[config.mk]
export PLATFORM = sky130hd
export DESIGN_NAME = flag_offset_loader
export DESIGN_NICKNAME = d
export VERILOG_FILES = /design/src/rtl/flag_offset_loader.sv
export SDC_FILE = /design/constraint.sdc
export NUM_CORES = 1
export LEC_CHECK = 0
export ABC_AREA = 1
export BUFFER_PORTS_ARGS = -buffer_cell sky130_fd_sc_hd__buf_2
export CAP_MARGIN = 10
export CORE_MARGIN = 2
export CORE_UTILIZATION = 45
export DETAILED_ROUTE_END_ITERATION = 10
export PLACE_DENSITY = 0.87
export SYNTH_ARGS = -nofsm -noshare
export SYNTH_HDL_FRONTEND = slang
export SYNTH_SLANG_ARGS = --single-unit
[constraint.sdc]
create_clock -name clk -period 3.1 [get_ports clk]
set_clock_uncertainty 0.05 [all_clocks]
set_input_delay 0.31 -clock clk [delete_from_list [all_inputs] [get_ports clk]]
set_output_delay 0.31 -clock clk [all_outputs]
set_load 0.05 [all_outputs]
[src/rtl/flag_offset_loader.sv]
module flag_offset_loader #(
  parameter int OFS_W    = 9,
  parameter int DATA_W   = 36,
  parameter int PRESET_A = 8,
  parameter int PRESET_B = 64
) (
  input  logic              clk,
  input  logic              rst_n,
  input  logic              fsel_en_n,
  input  logic              fsel_dat,
  input  logic              wr_en,
  input  logic [DATA_W-1:0] wr_data,
  output logic [OFS_W-1:0]  ofs_x,
  output logic [OFS_W-1:0]  ofs_y,
  output logic              load_done
);
  localparam int TOT   = 2 * OFS_W;
  localparam int CNT_W = $clog2(TOT + 1);
  localparam logic [CNT_W-1:0] LAST = CNT_W'(TOT - 1);
  localparam logic [OFS_W-1:0] PA = OFS_W'(PRESET_A);
  localparam logic [OFS_W-1:0] PB = OFS_W'(PRESET_B);

  typedef enum logic [1:0] {M_PAR = 2'b00, M_PRE_A = 2'b01, M_PRE_B = 2'b10, M_SER = 2'b11} mode_e;

  mode_e            mode_q;
  logic [TOT-1:0]   chain;
  logic [CNT_W-1:0] cnt;
  logic             done;

  wire   mode_e pin_mode  = mode_e'({fsel_en_n, fsel_dat});
  wire   ser_take         = (mode_q == M_SER) && !fsel_en_n && !done;
  wire   par_take         = (mode_q == M_PAR) && wr_en && !done;
  wire   unused_hi        = ^wr_data[DATA_W-1:OFS_W];

  always_ff @(posedge clk) begin
    if (!rst_n) begin
      mode_q <= pin_mode;
      cnt    <= '0;
      case (pin_mode)
        M_PRE_A: begin chain <= {PA, PA}; done <= 1'b1; end
        M_PRE_B: begin chain <= {PB, PB}; done <= 1'b1; end
        default: begin chain <= '0;       done <= 1'b0; end
      endcase
    end else if (ser_take) begin
      chain <= {chain[TOT-2:0], fsel_dat};
      cnt   <= cnt + 1'b1;
      if (cnt == LAST) done <= 1'b1;
    end else if (par_take) begin
      cnt <= cnt + 1'b1;
      if (cnt == '0) chain[OFS_W-1:0] <= wr_data[OFS_W-1:0];
      else begin
        chain[TOT-1:OFS_W] <= wr_data[OFS_W-1:0];
        done <= 1'b1;
      end
    end
  end

  assign ofs_y     = chain[TOT-1:OFS_W];
  assign ofs_x     = chain[OFS_W-1:0];
  assign load_done = done;


  done_sticky_chk: assert property (@(posedge clk) disable iff (!rst_n)
    load_done |=> load_done);


  frozen_after_done_chk: assert property (@(posedge clk) disable iff (!rst_n)
    load_done |=> $stable(ofs_x) && $stable(ofs_y));


  preset_done_chk: assert property (@(posedge clk) disable iff (!rst_n)
    (mode_q == M_PRE_A || mode_q == M_PRE_B) |-> load_done);


  serial_capture_chk: assert property (@(posedge clk) disable iff (!rst_n)
    (mode_q == M_SER && !load_done && !fsel_en_n) |=> ofs_x[0] == $past(fsel_dat));


  serial_idle_chk: assert property (@(posedge clk) disable iff (!rst_n)
    (mode_q == M_SER && fsel_en_n) |=> $stable(ofs_x) && $stable(ofs_y) && $stable(load_done));


  par_first_chk: assert property (@(posedge clk) disable iff (!rst_n)
    (mode_q == M_PAR && !load_done && wr_en && cnt == '0) |=> ofs_x == $past(wr_data[OFS_W-1:0]) && !load_done);


  par_idle_chk: assert property (@(posedge clk) disable iff (!rst_n)
    (mode_q == M_PAR && !wr_en) |=> $stable(ofs_x) && $stable(ofs_y));
endmodule

* After elaboration in Yosys (flattened, before gate mapping)
Cells that the tools add are included.
** Cells by class
- Add/subtract/negate cells :: 1
- Eq/ne operators :: 8
- Multiplexer cells :: 14
- Reductions and logical operators :: 13
** Operators by type and width (number)
- two-way mux 18 bit :: 3
- case mux 16 bit (2 select lines) :: 1
- two-way mux 9 bit :: 2
- two-way mux 5 bit :: 2
- two-way mux 1 bit :: 6
- != test 3 x 1 -> 1 bit (second input constant) :: 2
- adder 5 x 1 -> 5 bit (second input constant) :: 1
- == test 5 bit (second input constant) :: 1
- zero test 5 bit :: 1
- == test 2 bit (second input constant) :: 2
- logical AND 1 bit :: 4
- AND reduction 2 bit :: 2
- != test 3 x 2 -> 1 bit (second input constant) :: 1
- != test 3 bit (second input constant) :: 1
- AND reduction 3 bit :: 1
- == test 2 x 1 -> 1 bit (second input constant) :: 1
- zero test 1 bit :: 2
- zero test 2 bit :: 1
- nonzero test 2 bit :: 1
- OR reduction 2 bit :: 1
** Storage, ports and cells
- Register bits :: 26
- Input port bits :: 41
- Output and inout port bits :: 19
- Word-level logic and storage cells :: 41

* Longest topological paths before layout
- Word-level depth :: 6
- Gate-level depth with buffers :: 7

* Worst setup path before layout
No wires, ideal clock.
- Path kind :: reg-to-reg
- From :: reg done (netlist: load_done)
- To :: reg chain[0] (enable)
- Setup time :: 0.387 ns
- Data arrival time :: 1.708 ns
- Data required time :: 2.663 ns
- Setup slack :: 0.955 ns
- Stages on the path, launching flop included :: 4
- Cell sequence :: edfxtp_1 -> nor2_1 -> nand2_2 -> o21ai_0
** On the way
- Word-level cells in the longest chain between the ends :: 4
- Elaborated cells on any way between the ends :: 6
- Those cells by class :: eq/ne: 2; reduce/logical: 4
** RTL lines
- start, declared :: RTL line 28 : logic done;
- start signal, assigned :: RTL line 40 : M_PRE_A: begin chain <= {PA, PA}; done <= 1'b1; end
- start signal, assigned :: RTL line 41 : M_PRE_B: begin chain <= {PB, PB}; done <= 1'b1; end
- start signal, assigned :: RTL line 42 : default: begin chain <= '0; done <= 1'b0; end
- zero test 1 bit * :: RTL line 31, 32
- logical AND 1 bit (on tied branches) :: RTL line 31, 32
- != test 3 x 1 -> 1 bit (no source line)
- AND reduction 2 bit (no source line) *
- end signal, assigned :: RTL line 45 : chain <= {chain[TOT-2:0], fsel_dat};
- end signal, assigned by index :: RTL line 50 : if (cnt == '0) chain[OFS_W-1:0] <= wr_data[OFS_W-1:0];
- end signal, assigned by index :: RTL line 52 : chain[TOT-1:OFS_W] <= wr_data[OFS_W-1:0];
- end, declared :: RTL line 26 : logic [TOT-1:0] chain;
Every way passes the cells marked *; elsewhere a longest branch is shown, timed or not.
A chain may end at the register's enable or synchronous reset.

* Final worst setup path
- From :: reg done (netlist: load_done)
- To :: reg chain[15] (enable)
** On the way
- Word-level cells in the longest chain between the ends :: 4
- Elaborated cells on any way between the ends :: 6
- Those cells by class :: eq/ne: 2; reduce/logical: 4
** RTL lines (RTL line)
- zero test 1 bit * :: 31, 32
- logical AND 1 bit (on tied branches) :: 31, 32
- != test 3 bit (no source line) / != test 3 x 1 -> 1 bit (equally long branches)
- AND reduction 2 bit (no source line) *
Marks and branches as above.

==> flow_summary.toml <==
[outcome]
status = "completed"

[sta]
min_period_ns = 1.779
final.setup.tns_ns = 0
hold_viol = 0
finalSetupViolCount = 0
slew_violations = 0
fmax_mhz = 562.2
rsz0062_at_grt = "false"
maxSlewHeadroom_pct = 72.12
min_period_over_period_pct = 57.38
worst-slew-pin-transition_ns = 0.4172

[floorplan]
rows = 19
start_util_pct = 48.53
dieArea_sq_mm = 0.003481
die_h_um = 59
core_sq_mm = 0.002805
pin_count = 60
die_x_um = 59

[setup_path]
crit_cells = 5
reg2regPathDepth = 5
max_stage_delay_ns = 0.47
start_kind = "register"
crit_path_frequent_cell = "nand2_4"
path_buf_inv = 1
crit_type = "reg -> reg"
path_cells = "nor2_4, nand2_4, nand2_4, inv_2, nand2_1"
slowest_stage = "edfxtp_1"
crit_required_ns = 3.04
crit_arrival_ns = 1.72
crit_path_end_kind = "register"
crit_family = "simple AND/OR/NAND/NOR gates"
crit_fanout = 15

[run]
maxCapViolCount = 0

[clock_tree]
post-cts-setup-buffers = 0
insertion_delay_ns = 0.31
cts_made_buffers = 3
cts.path.max_buffers = 2
cts_resized = 0
cts_tree = "yes"
hold_buffers = 0
cts_sinks = 26
root_buffer = "clkbuf_4"
htree_num_levels = 1
cts.clk_slew.worst_paths_ns = 0.14

[yosys]
synth_top_family_by_area = "simple AND/OR/NAND/NOR gates"
synth_area_leaders = "edfxtp_1 (46%), nand2_1 (8.3%), dfxtp_1 (7.4%), ha_1 (4.6%), o21ai_2 (4.5%)"
synth_compound_area_share_pct = 9.743
yosys.cell_types.count = 24
synthesis.area_sq_mm = 0.001361
synthAdderAreaFrac_pct = 4.596
ys_ff_latch = 26
yosysSeqAreaShare_pct = 53.68
synth_xor_area_share_pct = 0.6434
netlist_instances = 134
synthSimpleGateAreaFrac_pct = 23.35
synthDominantCellAreaShare_pct = 46.32
synthMuxAreaShare_pct = 0
synth_top_area_cell = "edfxtp_1"
synth_nets = 180
avgSynthCellArea_sq_um = 10.16
yosysWarnings = 0

[drt]
viasPerCell = 5.271
wirelength_um = 2623
m1WireLength_um = 1073
wl_per_cell_um = 13.18
ant_nets = 0
vias = 1049
met3_length_um = 163
drtPass1Iterations = 4
first_iter_violations = 38
post-route-drc-count = 0
highest_layer = "met4"
wl_met2_um = 1356

[global_route]
antenna_found_initial = 0
groute.usage.overall_pct = 16.27
grt_pass1_wl_um = 4347
grt-ovfl-total = 0
grt_pass1_vias = 1069
grt_start_max_net_pins = 18

[place]
dp_hpwl_um = 2008
io_buffers = 32
gp_congestion = 0.8124
dp.cells = 195

[pwr]
ir_worst_vdd_mv = 0.1994
powerDensity_mw_per_mm2 = 470.9
p_leak_uw = 0.0007046

[cells_and_area]
drive_gt1_share_pct = 36.90
final_common_cell = "buf_2"
finalNetCount = 215
n_fill_cell = 268
n_antenna_cell = 0
final_cell_mix = "buf_2 (32), nand2_1 (30), edfxtp_1 (21)"
syn2layout_area_growth_pct = 15.17
fin_cells = 199

[worst_hold_path]
min_path_cells = 1
hold_path.class = "in -> reg"
==> logic make-up after synthesis <==
kind of cell / Yosys count
xor+xnor: 1
buf+inv: 21
fa+ha+maj: 5
flops: 26
compound gates: 21
simple gates: 60
==> worst reg2reg max path, stage by stage, from the launching register on <==
cell and delay (ns):
edfxtp_1 0.47, nor2_4 0.18, nand2_4 0.12, nand2_4 0.19, inv_2 0.10, nand2_1 0.34
==> registers in the layout (all words and copies together), names as in the netlist <==
register,count
chain,18
cnt,5
mode_q,2
load_done,1
==> power breakdown <==
group | switching, uW | internal (uW) | leakage [uW]
logic | 116 | 34.6 | 0.000430
registers | 12.6 | 405 | 0.000253
clock network | 99.0 | 71.7 | 0.0000210
==> cell usage after synthesis (all sizes together) <==
cell / n
nor2: 6
edfxtp: 21
inv: 18
buf: 3
nand3: 14
nand2: 38
o22ai: 1
o21ai: 14
xor2: 1
a21oi: 6
nand4: 2
dfxtp: 5
ha: 5
==> area by class of cell <==
cell class	count	area (sq um)	area share, %
Sequential cell	26	730.7	46.61
Timing Repair Buffer	33	167.7	10.69
Clock buffer	4	36.28	2.314
Multi-Input combinational cell	87	521.8	33.28
Inverter	18	72.57	4.629
Tap cell	31	38.79	2.474
==> layer usage <==
| layer | GRT usage, % | vias to the layer above |
|---|---|---|
| met2 | 31.11 | 40 |
| met1 | 18.30 | 491 |
| met4 | 4.221 | 0 |
| met3 | 3.057 | 4 |
| met5 | 0 | - |
| li1 | - | 514 |
==> worst paths after layout <==
check        startpoint        end  slack (ns)
min            fsel_dat  mode_q[0]        0.14
min reg2reg      cnt[4]     cnt[4]        0.48
max reg2reg   load_done  chain[15]        1.32
max           load_done  chain[15]        1.32
==> per-stage QoR <==
stage	utilization (%)	total power, uW	hold WS [ns]	setup WS (ns)	cell area (sq um)
floorplan	-	537.1	0.3589	0.9546	1361
global placement	54.59	572.4	0.4394	1.370	1531
detailed placement	54.59	576.3	0.4596	1.335	1531
CTS	55.89	743.0	0.1397	1.321	1568
global route	55.89	767.6	0.1293	1.216	1568
finish	55.89	738.3	0.1442	1.321	1568
Note: power is estimated with default switching activity, not from simulation.
